File: src/rtl/pwc_pkg.sv
package pwc_pkg;

   localparam int unsigned REG_W        = 32;
   localparam logic [7:0]  SHDN_KEY     = 8'hA5;
   localparam int unsigned KEY_LSB      = 24;
   localparam int unsigned MODE_DBC_LSB = 24;
   localparam int unsigned MODE_DBC_W   = 3;
   localparam int unsigned MODE_RTC_BIT = 17;
   localparam int unsigned STAT_RTC_BIT = 5;
   localparam int unsigned STAT_PIN_LSB = 16;
   localparam int unsigned WCFG_LVL_LSB = 16;

   typedef enum logic [1:0] {
      SEL_CMD  = 2'd0,
      SEL_MODE = 2'd1,
      SEL_STAT = 2'd2,
      SEL_WCFG = 2'd3
   } reg_sel_t;

   typedef struct packed {
      logic [MODE_DBC_W-1:0] dbc;
      logic                  rtc_en;
   } mode_t;

endpackage

File: src/rtl/pwc_regs.sv
module pwc_regs
   import pwc_pkg::*;
#(
   parameter int unsigned NUM_WAKE = 16,
   parameter int unsigned ADDR_W   = 4
) (
   input  logic                clk,
   input  logic                rst_n,
   input  logic                bus_wr,
   input  logic                bus_rd,
   input  logic [ADDR_W-1:0]   bus_addr,
   input  logic [REG_W-1:0]    bus_wdata,
   input  logic [REG_W-1:0]    stat_word,
   output mode_t               mode_q,
   output logic [NUM_WAKE-1:0] pin_en_q,
   output logic [NUM_WAKE-1:0] pin_lvl_q,
   output logic                shdn_req,
   output logic                stat_clr,
   output logic [REG_W-1:0]    bus_rdata
);

   logic     in_range;
   reg_sel_t sel;
   logic     wr_hit_mode;
   logic     wr_hit_wcfg;
   logic [REG_W-1:0] mode_word;
   logic [REG_W-1:0] wcfg_word;

   assign in_range = ((bus_addr >> 4) == '0);
   assign sel      = reg_sel_t'(bus_addr[3:2]);

   assign wr_hit_mode = bus_wr && in_range && (sel == SEL_MODE);
   assign wr_hit_wcfg = bus_wr && in_range && (sel == SEL_WCFG);

   assign shdn_req = bus_wr && in_range && (sel == SEL_CMD) &&
                     bus_wdata[0] && (bus_wdata[KEY_LSB +: 8] == SHDN_KEY);
   assign stat_clr = bus_rd && in_range && (sel == SEL_STAT);

   always_ff @(posedge clk or negedge rst_n) begin
      if (!rst_n) begin
         mode_q    <= '0;
         pin_en_q  <= '0;
         pin_lvl_q <= '0;
      end else begin
         if (wr_hit_mode) begin
            mode_q.dbc    <= bus_wdata[MODE_DBC_LSB +: MODE_DBC_W];
            mode_q.rtc_en <= bus_wdata[MODE_RTC_BIT];
         end
         if (wr_hit_wcfg) begin
            pin_en_q  <= bus_wdata[0 +: NUM_WAKE];
            pin_lvl_q <= bus_wdata[WCFG_LVL_LSB +: NUM_WAKE];
         end
      end
   end

   always_comb begin
      mode_word = '0;
      mode_word[MODE_DBC_LSB +: MODE_DBC_W] = mode_q.dbc;
      mode_word[MODE_RTC_BIT]               = mode_q.rtc_en;
      wcfg_word = '0;
      wcfg_word[0 +: NUM_WAKE]            = pin_en_q;
      wcfg_word[WCFG_LVL_LSB +: NUM_WAKE] = pin_lvl_q;
   end

   always_comb begin
      bus_rdata = '0;
      if (in_range) begin
         unique case (sel)
            SEL_CMD:  bus_rdata = '0;
            SEL_MODE: bus_rdata = mode_word;
            SEL_STAT: bus_rdata = stat_word;
            SEL_WCFG: bus_rdata = wcfg_word;
            default:  bus_rdata = '0;
         endcase
      end
   end

   logic unused_wdata;
   assign unused_wdata = ^bus_wdata;

endmodule

File: src/rtl/pwc_wake_filter.sv
module pwc_wake_filter #(
   parameter int unsigned NUM_WAKE    = 16,
   parameter int unsigned SYNC_STAGES = 2,
   parameter int unsigned CNT_W       = 15
) (
   input  logic                clk,
   input  logic                rst_n,
   input  logic [NUM_WAKE-1:0] wake_pin,
   input  logic [NUM_WAKE-1:0] pin_en,
   input  logic [NUM_WAKE-1:0] pin_lvl,
   input  logic [CNT_W-1:0]    thr,
   input  logic                armed,
   output logic [NUM_WAKE-1:0] qual
);

   logic [NUM_WAKE-1:0] pin_s;
   logic [NUM_WAKE-1:0] act;

   generate
      if (SYNC_STAGES == 0) begin : g_nosync
         assign pin_s = wake_pin;
      end else begin : g_sync
         logic [NUM_WAKE-1:0] stg [SYNC_STAGES];
         always_ff @(posedge clk or negedge rst_n) begin
            if (!rst_n) begin
               for (int s = 0; s < SYNC_STAGES; s++) stg[s] <= '0;
            end else begin
               stg[0] <= wake_pin;
               for (int s = 1; s < SYNC_STAGES; s++) stg[s] <= stg[s-1];
            end
         end
         assign pin_s = stg[SYNC_STAGES-1];
      end
   endgenerate

   assign act = pin_en & ~(pin_s ^ pin_lvl);

   generate
      for (genvar i = 0; i < NUM_WAKE; i++) begin : g_pin
         logic [CNT_W-1:0] cnt;
         always_ff @(posedge clk or negedge rst_n) begin
            if (!rst_n) begin
               cnt <= '0;
            end else if (!armed || !act[i]) begin
               cnt <= '0;
            end else if (cnt < thr) begin
               cnt <= cnt + 1'b1;
            end
         end
         assign qual[i] = armed && act[i] && (cnt >= thr);
      end
   endgenerate

endmodule

File: src/rtl/pwc_power_seq.sv
module pwc_power_seq #(
   parameter int unsigned NUM_WAKE = 16
) (
   input  logic                clk,
   input  logic                rst_n,
   input  logic                shdn_req,
   input  logic [NUM_WAKE-1:0] qual,
   input  logic                rtc_alarm,
   input  logic                rtc_en,
   input  logic                stat_clr,
   output logic                supply_en,
   output logic [NUM_WAKE-1:0] stat_pins,
   output logic                stat_rtc
);

   logic rtc_hit;
   logic wake_fire;

   assign rtc_hit   = rtc_alarm && rtc_en;
   assign wake_fire = !supply_en && ((|qual) || rtc_hit);

   always_ff @(posedge clk or negedge rst_n) begin
      if (!rst_n) begin
         supply_en <= 1'b1;
      end else if (supply_en && shdn_req) begin
         supply_en <= 1'b0;
      end else if (wake_fire) begin
         supply_en <= 1'b1;
      end
   end

   always_ff @(posedge clk or negedge rst_n) begin
      if (!rst_n) begin
         stat_pins <= '0;
         stat_rtc  <= 1'b0;
      end else if (wake_fire) begin
         stat_pins <= qual;
         stat_rtc  <= rtc_hit;
      end else if (stat_clr) begin
         stat_pins <= '0;
         stat_rtc  <= 1'b0;
      end
   end

endmodule

File: src/rtl/pwr_wake_ctrl.sv
module pwr_wake_ctrl
   import pwc_pkg::*;
#(
   parameter int unsigned NUM_WAKE    = 16,
   parameter int unsigned ADDR_W      = 4,
   parameter int unsigned SYNC_STAGES = 2,
   parameter int unsigned DBC_L1      = 3,
   parameter int unsigned DBC_L2      = 32,
   parameter int unsigned DBC_L3      = 512,
   parameter int unsigned DBC_L4      = 4096,
   parameter int unsigned DBC_L5      = 32768
) (
   input  logic                clk,
   input  logic                rst_n,
   input  logic                bus_wr,
   input  logic                bus_rd,
   input  logic [ADDR_W-1:0]   bus_addr,
   input  logic [31:0]         bus_wdata,
   output logic [31:0]         bus_rdata,
   input  logic [NUM_WAKE-1:0] wake_pin,
   input  logic                rtc_alarm,
   output logic                supply_en
);

   localparam int unsigned CNT_W = (DBC_L5 > 2) ? $clog2(DBC_L5) : 1;

   generate
      if (NUM_WAKE < 1 || NUM_WAKE > 16) begin : g_bad_nw
         $error("NUM_WAKE must be 1..16");
      end
      if (ADDR_W < 4) begin : g_bad_aw
         $error("ADDR_W must be at least 4");
      end
      if (SYNC_STAGES > 4) begin : g_bad_sync
         $error("SYNC_STAGES must be 0..4");
      end
      if (DBC_L1 < 1 || DBC_L2 < DBC_L1 || DBC_L3 < DBC_L2 ||
          DBC_L4 < DBC_L3 || DBC_L5 < DBC_L4) begin : g_bad_dbc
         $error("debounce lengths must be nonzero and non-decreasing");
      end
   endgenerate

   mode_t               mode_q;
   logic [NUM_WAKE-1:0] pin_en_q;
   logic [NUM_WAKE-1:0] pin_lvl_q;
   logic                shdn_req;
   logic                stat_clr;
   logic [NUM_WAKE-1:0] qual;
   logic [NUM_WAKE-1:0] stat_pins;
   logic                stat_rtc;
   logic [31:0]         stat_word;
   logic [CNT_W-1:0]    thr;
   logic                rtc_en_w;

   assign rtc_en_w = mode_q.rtc_en;

   always_comb begin
      unique case (mode_q.dbc)
         3'd0:    thr = '0;
         3'd1:    thr = CNT_W'(DBC_L1 - 1);
         3'd2:    thr = CNT_W'(DBC_L2 - 1);
         3'd3:    thr = CNT_W'(DBC_L3 - 1);
         3'd4:    thr = CNT_W'(DBC_L4 - 1);
         default: thr = CNT_W'(DBC_L5 - 1);
      endcase
   end

   always_comb begin
      stat_word = '0;
      stat_word[STAT_PIN_LSB +: NUM_WAKE] = stat_pins;
      stat_word[STAT_RTC_BIT]             = stat_rtc;
   end

   pwc_regs #(.NUM_WAKE(NUM_WAKE), .ADDR_W(ADDR_W)) u_regs (
      .clk       (clk),
      .rst_n     (rst_n),
      .bus_wr    (bus_wr),
      .bus_rd    (bus_rd),
      .bus_addr  (bus_addr),
      .bus_wdata (bus_wdata),
      .stat_word (stat_word),
      .mode_q    (mode_q),
      .pin_en_q  (pin_en_q),
      .pin_lvl_q (pin_lvl_q),
      .shdn_req  (shdn_req),
      .stat_clr  (stat_clr),
      .bus_rdata (bus_rdata)
   );

   pwc_wake_filter #(
      .NUM_WAKE(NUM_WAKE), .SYNC_STAGES(SYNC_STAGES), .CNT_W(CNT_W)
   ) u_filt (
      .clk      (clk),
      .rst_n    (rst_n),
      .wake_pin (wake_pin),
      .pin_en   (pin_en_q),
      .pin_lvl  (pin_lvl_q),
      .thr      (thr),
      .armed    (!supply_en),
      .qual     (qual)
   );

   pwc_power_seq #(.NUM_WAKE(NUM_WAKE)) u_seq (
      .clk       (clk),
      .rst_n     (rst_n),
      .shdn_req  (shdn_req),
      .qual      (qual),
      .rtc_alarm (rtc_alarm),
      .rtc_en    (rtc_en_w),
      .stat_clr  (stat_clr),
      .supply_en (supply_en),
      .stat_pins (stat_pins),
      .stat_rtc  (stat_rtc)
   );

endmodule

File: config.mk
export PLATFORM = sky130hd
export DESIGN_NAME = pwr_wake_ctrl
export DESIGN_NICKNAME = d
export VERILOG_FILES = /design/src/rtl/pwc_pkg.sv /design/src/rtl/pwc_regs.sv /design/src/rtl/pwc_wake_filter.sv /design/src/rtl/pwc_power_seq.sv /design/src/rtl/pwr_wake_ctrl.sv
export SDC_FILE = /design/constraint.sdc
export NUM_CORES = 1
export LEC_CHECK = 0
export BUFFER_PORTS_ARGS = -buffer_cell sky130_fd_sc_hd__clkbuf_2
export CORE_UTILIZATION = 60
export DETAILED_ROUTE_END_ITERATION = 8
export PLACE_DENSITY = 0.78
export SETUP_SLACK_MARGIN = 0.1
export SLEW_MARGIN = 15
export SYNTH_ARGS = -nofsm -noshare
export SYNTH_HDL_FRONTEND = slang
export SYNTH_HIERARCHICAL = 1
export SYNTH_SLANG_ARGS = --single-unit
File: constraint.sdc
create_clock -name clk -period 8.3 [get_ports clk]
set_clock_uncertainty 0.2 [all_clocks]
set_input_delay 0.415 -clock clk [delete_from_list [all_inputs] [get_ports clk]]
set_output_delay 0.415 -clock clk [all_outputs]
set_load 0.005 [all_outputs]
# Word-level counts from Yosys, hierarchy flattened
# Cells that the tools add are included.
# word_totals
regBits	326
out_inout_bits	33
inputBits	57
# classes
bitwise	3
n_mux	40
n_reduce_logical	96
n_addsub	16
n_eq_ne	8
order_cmp	32
# op_table
op	count
15-bit 2-to-1 mux	32
15-bit by 1-bit adder with 15-bit output (second input constant)	16
15-bit >= comparator	16
15-bit < comparator	16
32-bit one-hot mux with 4 select lines	1
15-bit one-hot mux with 5 select lines	1
1-bit logical AND	41
2-bit nonzero test	18
16-bit 2-to-1 mux	2
1-bit logical NOT	17
1-bit logical OR	17
16-bit AND	1
16-bit inverter	1
16-bit OR reduction	1
16-bit XOR	1
8-bit equality test (second input constant)	1
3-bit by 2-bit equality test with 1-bit output (second input constant)	2
2-bit equality test (second input constant)	2
1-bit 2-to-1 mux	4
3-bit by 1-bit equality test with 1-bit output (second input constant)	1
3-bit equality test (second input constant)	1
3-bit logical NOT	1
2-bit by 1-bit equality test with 1-bit output (second input constant)	1
2-bit logical NOT	1

# Depth between registers and ports, before layout
# Gate-level depths: netlist of the first run.
# logic_depth
word_depth	10
ltp_mapped	16

# Modules after synthesis
# The synthesis of the first run kept the hierarchy.
# modules_own_cells
module	n_inst	cells_per_inst	seq_area_each_um2	area_per_inst_um2
pwc_wake_filter	1	2075	6806.5	18719.2
pwc_regs	1	155	900.9	2115.8
pwc_power_seq	1	72	451.7	857.1
pwr_wake_ctrl	1	7	0.0	40.0

# Worst setup path after synthesis of the first run
# No wires, ideal clock.
# synth_timing
kind	register to register
start	reg, netlist name u_regs/mode_q[3]
end	reg u_seq.stat_pins[0]
required_time_ps	7975
path_stages_with_launch	16
path_buffers	2
setup_ps	125
arrival_time_ps	3941
slack_ps	4034
synth_period_minus_slack_ps	4266
path_cell_list	dfrtp_1 > or2_1 > inv_1 > ha_1 > a211oi_1 > nor2_1 > o31ai_1 > clkbuf_1 > nand2_1 > a21oi_1 > nor2_1 > or4_4 > a21oi_4 > a21oi_4 > buf_6 > mux2_4
# synth_between
elab_chain_len	8
# synth_lines
item	line	text
3-bit equality test, or another cell as far along	pwr_wake_ctrl.sv:58	unique case (mode_q.dbc)
15-bit one-hot mux with 5 select lines (*)	pwr_wake_ctrl.sv:58	
named net thr[0]	pwr_wake_ctrl.sv:52	logic [CNT_W-1:0] thr;
15-bit >= comparator (*)	pwc_wake_filter.sv:50	assign qual[i] = armed && act[i] && (cnt >= thr);
1-bit logical AND (*)	pwc_wake_filter.sv:50	
named net qual[1]	pwr_wake_ctrl.sv:48	logic [NUM_WAKE-1:0] qual;
16-bit OR reduction (*)	pwc_power_seq.sv:20	assign wake_fire = !supply_en && ((|qual) || rtc_hit);
1-bit logical OR (*)	pwc_power_seq.sv:20	
1-bit logical AND (*)	pwc_power_seq.sv:20	
16-bit 2-to-1 mux / 2-bit nonzero test (equally long branches)	-	
end signal: assignment	pwc_power_seq.sv:37	stat_pins <= qual;
end: declaration	pwc_power_seq.sv:12	output logic [NUM_WAKE-1:0] stat_pins,
# The timed path passes the listed nets; every way through them passes the cells marked *.
# A chain may end at the register's enable or synchronous reset.

# Final worst setup path of the first run
# layout_timing
start	reg, netlist name u_regs/mode_q[3]
end	reg u_seq.stat_pins[11]
# layout_between
elab_chain_len	8
# layout_lines
item	line
3-bit equality test, or another cell as far along	pwr_wake_ctrl.sv:58
15-bit one-hot mux with 5 select lines (*)	pwr_wake_ctrl.sv:58
named net thr[5]	pwr_wake_ctrl.sv:52
15-bit >= comparator (*)	pwc_wake_filter.sv:50
1-bit logical AND (*)	pwc_wake_filter.sv:50
named net qual[15]	pwr_wake_ctrl.sv:48
16-bit OR reduction (*)	pwc_power_seq.sv:20
1-bit logical OR (*)	pwc_power_seq.sv:20
1-bit logical AND (*)	pwc_power_seq.sv:20
16-bit 2-to-1 mux / 2-bit nonzero test (equally long branches)	-
# Marked as above.

==> flow_results.org, run 1 <==
** Clocking
- CTS tree :: built
- Master cell of the clock root buffer :: sky130_fd_sc_hd__clkbuf_16
- Clock network latency to the later pin of the worst-skew pair :: 0.57 ns
- Number of buffers created by CTS :: 38
- Post-CTS timing repair inserted 0 buffers for setup.
- Clock edge transition at the registers on the reported setup and hold paths :: 0.06 ns
- In this run the number of H-tree levels came out at 2.
- Count of clock tree sinks :: 326
- Counting along the longest clock path gives a buffer depth of 3.

** Detailed routing
- Remaining antenna violation count :: 0
- For this run, the detailed router's first-pass iteration total came to 5.
- Routed WL per cell :: 20.0 µm
- In the routed design, unresolved DRC markers number 0.
- Number of vias in the routed layout :: 18,800
- Initial detailed-routing violation count :: 1,517
- Using the TritonRoute via totals, the vias-per-cell ratio works out to 6.43.
- Total Routed Length :: 58,500 µm

** Min path
- Min-Delay Path Depth :: 0
- End of the worst hold path :: u_filt/pin_s[11]
- In this run the most critical hold path is launched from u_filt/g_sync.stg[27].
- The min-delay analysis places its worst path in the category reg2reg.

** Yosys
- Synthesis instantiated 62 different standard cells from the library.
- Gate count after technology mapping :: 2,309
- In this run the cell area of the synthesized design comes to 21,700 µm².
- Synth top area cells :: sky130_fd_sc_hd__dfrtp_1 37%, sky130_fd_sc_hd__ha_1 15%, sky130_fd_sc_hd__a21oi_1 4.9%
- Share of synthesized area occupied by flip-flops and latches :: 37.5%
- Yosys warning count :: 6
- Counting flops with a built-in enable in the synthesized netlist gives 0.
- Fraction of registers with async set/reset :: 100%
- Mean instance size in the synthesized netlist :: 9.41 µm²
- Commonest register cell after synthesis :: sky130_fd_sc_hd__dfrtp_1
- Largest area contributor in the synthesized netlist :: sky130_fd_sc_hd__dfrtp_1
- In this run the biggest area consumer among cell types represents 37.4% of the synthesized area.
- Synthesis inferred 326 register bits.

** Timing
- Shortest clock period the worst path allows after layout :: 5.17 ns
- Max Fclk :: 193 MHz
- Hold is met by 0.148 ns.
- At the pin with the least slew margin, the transition time is 1.19 ns.
- The final-report hold violation count came to 0.
- The final critical path takes up 62.3% of the cycle.
- Setup total negative slack on the finished layout was measured at 0 ns.
- Setup violations remaining at the end of the flow were counted as 0.
- Setup repair after global routing left no endpoint under its margin.
- The worst pin sits at a relative slew slack of 20.4%.
- Final Max Slew Viols :: 0

** Setup path
- Largest fanout on the critical path :: 28
- The startpoint identified for the worst register-to-register timing path is u_regs/mode_q[3].
- The largest individual stage delay along the critical path comes from the cell sky130_fd_sc_hd__inv_1.
- Cell Chain, Critical Path :: a21o_2, inv_1, ha_1, nand4_1, a21oi_1, o21a_1, nor2_1, a21oi_1, nor4_1, and3_2, a21oi_4, mux2_2
- Critical path startpoint category :: flip-flop
- Cell family with most CP delay :: compound AO/OA/AOI/OAI gates
- At the worst endpoint, the arrival time is 5.42 ns.
- Counting stages on the worst path, the most repeated cell is sky130_fd_sc_hd__a21oi_1.
- Critical path buffers and inverters :: 1
- Reg2Reg Capture Point :: u_seq/stat_pins[11]
- Required time of the worst setup path :: 8.54 ns
- Largest incremental delay on the critical path :: 0.86 ns
- Category of the critical setup timing path :: reg2reg
- STA classifies the critical path endpoint as a flip-flop.
- The setup check on the worst reg-to-reg path leaves a slack of 3.13 ns.
- Number of cells on the worst reg-to-reg path :: 12

** Die
- The die is 192 µm wide.
- Row generation in the floorplan step produced 69 rows.
- Number of I/O pins :: 90
- Die outline area :: 37,000 µm²
- Die height :: 192 µm
- Initial Util :: 61.1%
- Core area :: 35,600 µm²

** Flow run
- Max-cap violations in this run came to 0.

** Finish
- From synthesis to final layout, the design area changed by 12.5%.
- Summing all non-filler instances in the final layout gives an area of 24,500 µm².
- Summing all flip-flop and latch instances after layout gives 8160 µm².
- Final std cells w/o fill :: 2,932
- Most common cell after layout, fill and taps aside :: sky130_fd_sc_hd__dfrtp_1
- Summing all multi-input logic gate instances after layout gives 13,000 µm².
- NumNets Final :: 2,755
- Fraction of layout instances using a drive strength above 1 :: 10.0%
- Most frequent cells in the layout :: 325 x sky130_fd_sc_hd__dfrtp_1, 256 x sky130_fd_sc_hd__ha_1, 210 x sky130_fd_sc_hd__a21oi_1
- Antenna Cells :: 0
- Fillers :: 2,735
- Final core utilization :: 68.8%

** Global route
- Total GRT Usage :: 32.3%
- Grt ovf :: 0
- Largest net degree at the start of global routing :: 113
- The number of global-route vias before repair is 18,400.
- The initial antenna violation count is 0.
- The first global-routing pass estimated 93,800 µm of wire.

** Pwr
- Power per Cell Area :: 172 nW/µm²
- VDD sags by at most 0.220 mV.
- Static leakage :: 11.1 nW

** Place
- Once placement finished, the instance area stood at 22,600 µm².
- Cell Count Post-Placement :: 2,813
- RD Place Congestion :: 0.907
- In this run the tool buffered the top-level ports with 87 buffer cells.
- Sum of net half-perimeters after detailed placement :: 38,300 µm

** Run status
- The flow ran to the end, and the final reports show no timing, DRC or antenna violations.
## worst max path at each step
stage,from,endpoint,slack (ns),cells past startpoint
3_5_place_dp,u_regs/mode_q[3],u_seq/stat_pins[12],3.24,12
3_3_place_gp,u_regs/mode_q[3],u_seq/stat_pins[13],3.31,12
6_report,u_regs/mode_q[3],u_seq/stat_pins[11],3.13,12
5_1_grt,u_regs/mode_q[3],u_seq/stat_pins[9],2.98,12
4_1_cts,u_regs/mode_q[3],u_seq/stat_pins[9],3.25,12
2_1_floorplan,u_regs/mode_q[3],u_seq/stat_pins[0],4.03,15
## kinds of logic (layout without fill, tap and decap cells)
kind of cell / count (synthesis) / in the layout / synth area share, %
AOI/OAI and AO/OA: 432 / 432 / 12.0
xor gates and xnor gates: 129 / 129 / 5.20
adders and majority gates: 256 / 256 / 14.7
buffers and inverters: 144 / 292 / 2.84
DFF: 326 / 326 / 37.5
muxes: 86 / 86 / 4.82
other: 1 / 15 / 0.0173
and+or+nand+nor: 935 / 935 / 22.9
## power breakdown
| part | switching [mW] | internal [mW] | leakage, nW |
|---|---|---|---|
| Combinational | 0.458 | 0.263 | 6.08 |
| Sequential | 0.0476 | 1.63 | 4.40 |
| Clock | 0.704 | 1.10 | 0.664 |
## worst reg2reg max path, stage by stage (launching register included)
cell and delay (ns):
sky130_fd_sc_hd__dfrtp_1 0.46, sky130_fd_sc_hd__a21o_2 0.24, sky130_fd_sc_hd__inv_1 0.86, sky130_fd_sc_hd__ha_1 0.30, sky130_fd_sc_hd__nand4_1 0.14, sky130_fd_sc_hd__a21oi_1 0.15
sky130_fd_sc_hd__o21a_1 0.67, sky130_fd_sc_hd__nor2_1 0.18, sky130_fd_sc_hd__a21oi_1 0.38, sky130_fd_sc_hd__nor4_1 0.12, sky130_fd_sc_hd__and3_2 0.26, sky130_fd_sc_hd__a21oi_4 0.65
sky130_fd_sc_hd__mux2_2 0.43
## synthesized netlist by cell type, drive strengths merged (36+ instances only)
cell and n:
dfrtp 325, ha 256, a21oi 213, nor2 188
nand3 159, nand2 153, xor2 101, nand4 98
and3 97, o21ai 92, inv 63, or4 63
o31ai 60, clkbuf 53, mux2 50, nor2b 46
or3 42, mux2i 36
## timing repair
| item | 4_1_cts | 5_1_grt |
|---|---|---|
| hold endpoints to repair | 162 | 0 |
| gates resized for setup | 0 | 0 |
| hold buffers | 50 | 0 |
| setup endpoints to repair | 0 | 0 |
## state kept, by name, indices dropped and copies added, names as in the netlist
register / count
u_regs/mode_q: 4
u_filt/g_sync.stg: 16
u_seq/supply_en: 1
u_regs/pin_en_q: 16
u_filt/pin_s: 16
u_seq/stat_pins: 16
u_seq/stat_rtc: 1
u_regs/pin_lvl_q: 16
u_filt/g_pin.cnt: 240
## layout make-up
| cell class | count | area share (%) |
|---|---|---|
| Timing Repair Buffer | 160 | 4.57 |
| Clock buffer | 55 | 4.60 |
| Clock inverter | 14 | 0.926 |
| Sequential cell | 326 | 33.4 |
| Tap cell | 461 | 2.36 |
| Multi-Input combinational cell | 1853 | 53.2 |
| Inverter | 63 | 0.967 |
## stage by stage
stage,power (mW),worst slack [ns]
finish,4.21,3.13
global route,4.38,2.98
floorplan,2.09,4.03
detailed placement,2.39,3.24
CTS,4.23,3.25
global placement,2.35,3.31
## metal layers
layer	global-route usage, %	part of all wire, %	up-vias
met5	0	0	-
met4	13.7	3.9	0
met3	4.96	6.7	160
met2	53.5	47	667
met1	41.9	42	9250
li1	-	-	8770
(Power assumes the default switching activity.)
==> run 2, diff against run 1 <==
Settings changed: ABC_AREA set to 1, PLACE_DENSITY 0.78 to 0.77.
Clock period 8.3 ns to 4.8 ns, I/O delays scaled along.
==> run 2 against run 1 <==
- sequential power grew 71%
- sequential share of layout area shrank 5.2 points
- core utilization shrank 0.39 points
- global-route usage grew 0.47 points
- combinational power grew 100%
- critical path type unchanged
- largest cell class unchanged
- largest power group unchanged
==> flow_results.org, run 2 <==
** Run status
- Status: completed (unchanged).

** Finish
- The utilization after layout came to 68.4% (was 68.8%).
- Most common cell after layout, fill and taps aside :: sky130_fd_sc_hd__nand2_1 (was sky130_fd_sc_hd__dfrtp_1)
- Final std cells w/o fill :: 4,354 (was 2,932)
- NumNets Final :: 4,062 (was 2,755)
- Most flop-heavy register :: u_filt/g_pin.cnt (unchanged)
- Most frequent cells in the layout :: 1,251 x sky130_fd_sc_hd__nand2_1, 397 x sky130_fd_sc_hd__nand3_1, 325 x sky130_fd_sc_hd__dfrtp_1 (was 325 x sky130_fd_sc_hd__dfrtp_1, 256 x sky130_fd_sc_hd__ha_1, 210 x sky130_fd_sc_hd__a21oi_1)
- The signed area change from the synthesized netlist to the final layout is 11.6% (was 12.5%).
- Fraction of layout instances using a drive strength above 1 :: 10.6% (was 10.0%)
- Antenna Cells :: 0 (unchanged)
- The number of flip-flops in the largest register is 240 (unchanged).
- Summed area of non-filler cells in the final layout :: 28,900 µm² (was 24,500 µm²)

** Place
- The final weighted congestion in routability-driven placement was 0.919 (was 0.907).
- The number of instances in the placed design came to 4,222 (was 2,813).
- Sum of net half-perimeters after detailed placement :: 48,900 µm (was 38,300 µm)
- The post-placement setup slack is 0.462 ns (was 3.24 ns).
- The number of buffers added on ports was 87 (unchanged).
- Area after detailed placement :: 27,000 µm² (was 22,600 µm²)

** Clocking
- The depth of the CTS H-tree came to 2 (unchanged).
- Clock edge transition at the registers on the reported setup and hold paths :: 0.06 ns (about the same)
- Count of clock tree sinks :: 326 (unchanged)
- The later-pin clock latency in the skew report was 0.56 ns (was 0.57 ns).
- Number of buffers created by CTS :: 39 (was 38)
- The number of buffers on the longest clock path was 3 (unchanged).
- CTS tree :: built (unchanged)
- Master cell of the clock root buffer :: sky130_fd_sc_hd__clkbuf_16 (unchanged)

** Die
- The vertical die dimension is 210 µm (was 192 µm).
- FP Rows :: 75 (was 69)
- The core region area came to 42,300 µm² (was 35,600 µm²).
- Die outline area :: 44,000 µm² (was 37,000 µm²)
- The number of top-level pins was 90 (unchanged).
- Horiz. Die Dim :: 210 µm (was 192 µm)
- The effective utilization at floorplan was 61.3% (was 61.1%).

** Yosys
- Most frequent cells after synthesis :: 1,251 x sky130_fd_sc_hd__nand2_1, 397 x sky130_fd_sc_hd__nand3_1, 325 x sky130_fd_sc_hd__dfrtp_1 (was 325 x sky130_fd_sc_hd__dfrtp_1, 256 x sky130_fd_sc_hd__ha_1, 211 x sky130_fd_sc_hd__a21oi_1)
- Yosys warning count :: 6 (unchanged)
- The share of flip-flops with an asynchronous set or reset was 100% (unchanged).
- The largest area contributor in the netlist was sky130_fd_sc_hd__dfrtp_1 (unchanged).
- Most numerous cell in the Yosys netlist :: sky130_fd_sc_hd__nand2_1 (was sky130_fd_sc_hd__dfrtp_1)
- Mean instance size in the synthesized netlist :: 7.24 µm² (was 9.41 µm²)
- The proportion of netlist area held by the largest area contributor was 31.4% (was 37.4%).
- Gate count after technology mapping :: 3,579 (was 2,309)
- Synth top area cells :: sky130_fd_sc_hd__dfrtp_1 31%, sky130_fd_sc_hd__nand2_1 18%, sky130_fd_sc_hd__ha_1 12% (was sky130_fd_sc_hd__dfrtp_1 37%, sky130_fd_sc_hd__ha_1 15%, sky130_fd_sc_hd__a21oi_1 4.9%)
- Share of synthesized area occupied by flip-flops and latches :: 31.5% (was 37.5%)
- The flip-flop cell with the highest count after synthesis is sky130_fd_sc_hd__dfrtp_1 (unchanged).
- The synthesis-stage register bit count came to 326 (unchanged).
- Number of synthesized flops with an enable pin :: 0 (unchanged)
- The cell area after synthesis is 25,900 µm² (was 21,700 µm²).
- Unique cell type count in the Yosys netlist :: 42 (was 62)

** Timing
- The slew at the pin closest to its max-slew limit was 1.16 ns (was 1.19 ns).
- The relative slew slack was 22.9% (was 20.4%).
- Setup WS post-layout :: 0.338 ns (was 3.13 ns)
- WHS :: 0.0996 ns (was 0.148 ns)
- Setup violations, final :: 0 (unchanged)
- Max Fclk :: 224 MHz (was 193 MHz)
- The final-report hold violation count came to 0 (unchanged).
- Setup_tns :: 0 ns (unchanged)
- Setup repair after global routing missed its margin :: no (unchanged)
- The final count of pins violating max slew came to 0 (unchanged).
- The time the final worst path needs with I/O delays and setup is 4.46 ns (was 5.17 ns).
- Period utilisation layout :: 93.0% (was 62.3%)

** Setup path
- Required time of the worst setup path :: 5.09 ns (was 8.54 ns)
- The maximum cell stage delay along the critical path was 0.45 ns (was 0.86 ns).
- Most numerous cell on the critical path :: sky130_fd_sc_hd__nand2_1 (was sky130_fd_sc_hd__a21oi_1)
- The number of buffer and inverter instances along the worst setup path was 3 (was 1).
- The cell family contributing the most delay on the critical path is simple AND/OR/NAND/NOR gates (was compound AO/OA/AOI/OAI gates).
- Cell Chain, Critical Path :: inv_1, nand2_1, inv_1, buf_4, ha_1, nand2_1, nand2_1, nand2_1, nand2_1, a21oi_2, nand2_4, nand2_2, nand2_1, or2_4, nor2_4, nand3_4, nand2_4, nand3_1, nand2_1 (was a21o_2, inv_1, ha_1, nand4_1, a21oi_1, o21a_1, nor2_1, a21oi_1, nor4_1, and3_2, a21oi_4, mux2_2)
- The minimum setup slack among reg-to-reg paths came to 0.34 ns (was 3.13 ns).
- The type of element capturing the critical path is a flip-flop (unchanged).
- The standard cell with the maximum stage delay on the critical path was sky130_fd_sc_hd__dfrtp_1 (was sky130_fd_sc_hd__inv_1).
- Critical path startpoint category :: flip-flop (unchanged)
- Worst EP arrival :: 4.76 ns (was 5.42 ns)
- Largest fanout on the critical path :: 18 (was 28)
- Category of the critical setup timing path :: reg2reg (unchanged)

** Detailed routing
- The number of routed nets with antenna violations came to 0 (unchanged).
- The remaining design rule violation count is 0 (unchanged).
- Detailed Routing Iterations Pass 1 :: 6 (was 5)
- The post-detailed-routing wire length came to 72,100 µm (was 58,500 µm).
- The routed via count is 24,900 (was 18,800).
- The violation count after the first detailed-route iteration came to 2,198 (was 1,517).
- Routed WL per cell :: 16.6 µm (was 20.0 µm)
- Post-detailed-route via-to-cell ratio :: 5.72 (was 6.43)

** Pwr
- Static leakage :: 15.3 nW (was 11.1 nW)
- The total power per unit cell area came to 254 nW/µm² (was 172 nW/µm²).
- The total design power was 7.36 mW (was 4.21 mW).
- The worst-case vdd ir drop was 0.325 mV (was 0.220 mV).

** Global route
- The initial antenna violation count is 0 (unchanged).
- The maximum number of pins on one net before global-route repair is 121 (was 113).
- The number of global-route vias before repair is 23,600 (was 18,400).
- Global-route wire length before repair :: 116,000 µm (was 93,800 µm)
- Total GRT Usage :: 32.8% (was 32.3%)
- The total global routing overflow was 0 (unchanged).

** Min path
- Class of the tightest hold or removal check :: in2reg (was reg2reg)

** Flow run
- Reported max-cap violation count :: 0 (unchanged)
-- run 2: cell count changes after synthesis, moves of 62 or more --
cell	change
sky130_fd_sc_hd__o21ai_0	-67
sky130_fd_sc_hd__inv_1	+252
sky130_fd_sc_hd__and3_1	-95
sky130_fd_sc_hd__nor2_1	+85
sky130_fd_sc_hd__or4_1	-62
sky130_fd_sc_hd__nand2_1	+1100
sky130_fd_sc_hd__nand3_1	+239
sky130_fd_sc_hd__nand4_1	+100
sky130_fd_sc_hd__a21oi_1	-99
-- run 2: layout make-up --
cell class | count | area [µm²]
fillers | 3468 | 13400
multi-input cells | 2866 | 16000
well taps | 577 | 722
flip-flops and latches | 326 | 8160
clock inverters | 7 | 85.1
clock buffers | 62 | 1220
inverters | 329 | 1250
repair buffers | 187 | 1460
-- run 2: routing by layer --
layer	vias up	track usage [%]	part of all wire (%)
met3	201	3.95	6.5
met2	864	55.7	47
li1	12100	-	-
met4	0	16.6	4.9
met1	11800	41.1	41
met5	-	0	0
-- run 2: what timing repair did --
action / 4_1_cts / 5_1_grt
gates resized for setup: 0 / 3
hold buffers: 54 / 0
endpoints found under the hold margin: 144 / 0
setup buffers: 0 / 9
endpoints found under the setup margin: 0 / 3
-- run 2: final timing paths --
kind	to	cells past startpoint	from
worst max-delay path	u_seq/stat_pins[9]	19	u_regs/mode_q[3]
worst min-delay path	u_regs/mode_q[0]	6	bus_addr[2]
worst max register to register	u_seq/stat_pins[9]	19	u_regs/mode_q[3]
worst min register to register	u_filt/pin_s[9]	0	u_filt/g_sync.stg[25]
max in group asynchronous	u_filt/g_pin[5].cnt[6]	3	rst_n
min in group asynchronous	u_filt/g_pin[6].cnt[3]	2	rst_n
-- run 2: power breakdown --
part	leakage [nW]	internal [mW]	switching, mW
logic	10.2	0.469	0.968
clock network	0.650	1.85	1.20
registers	4.43	2.81	0.0615
-- run 2: worst min-delay path, cell delays in order --
cell and delay (ns):
sky130_fd_sc_hd__clkbuf_2 0.12, sky130_fd_sc_hd__nand2_1 0.09, sky130_fd_sc_hd__inv_1 0.09, sky130_fd_sc_hd__nand2_1 0.15, sky130_fd_sc_hd__nand2_1 0.07, sky130_fd_sc_hd__nand2_1 0.05
-- run 2: logic make-up after synthesis --
kind of cell | share of synthesized area [%]
AND/OR/NAND/NOR | 41.4
buffers and inverters | 6.89
flip-flops | 31.5
adder cells (fa/ha/maj) | 12.4
AO/OA/AOI/OAI | 3.64
XOR/XNOR | 4.26
other | 0.0145
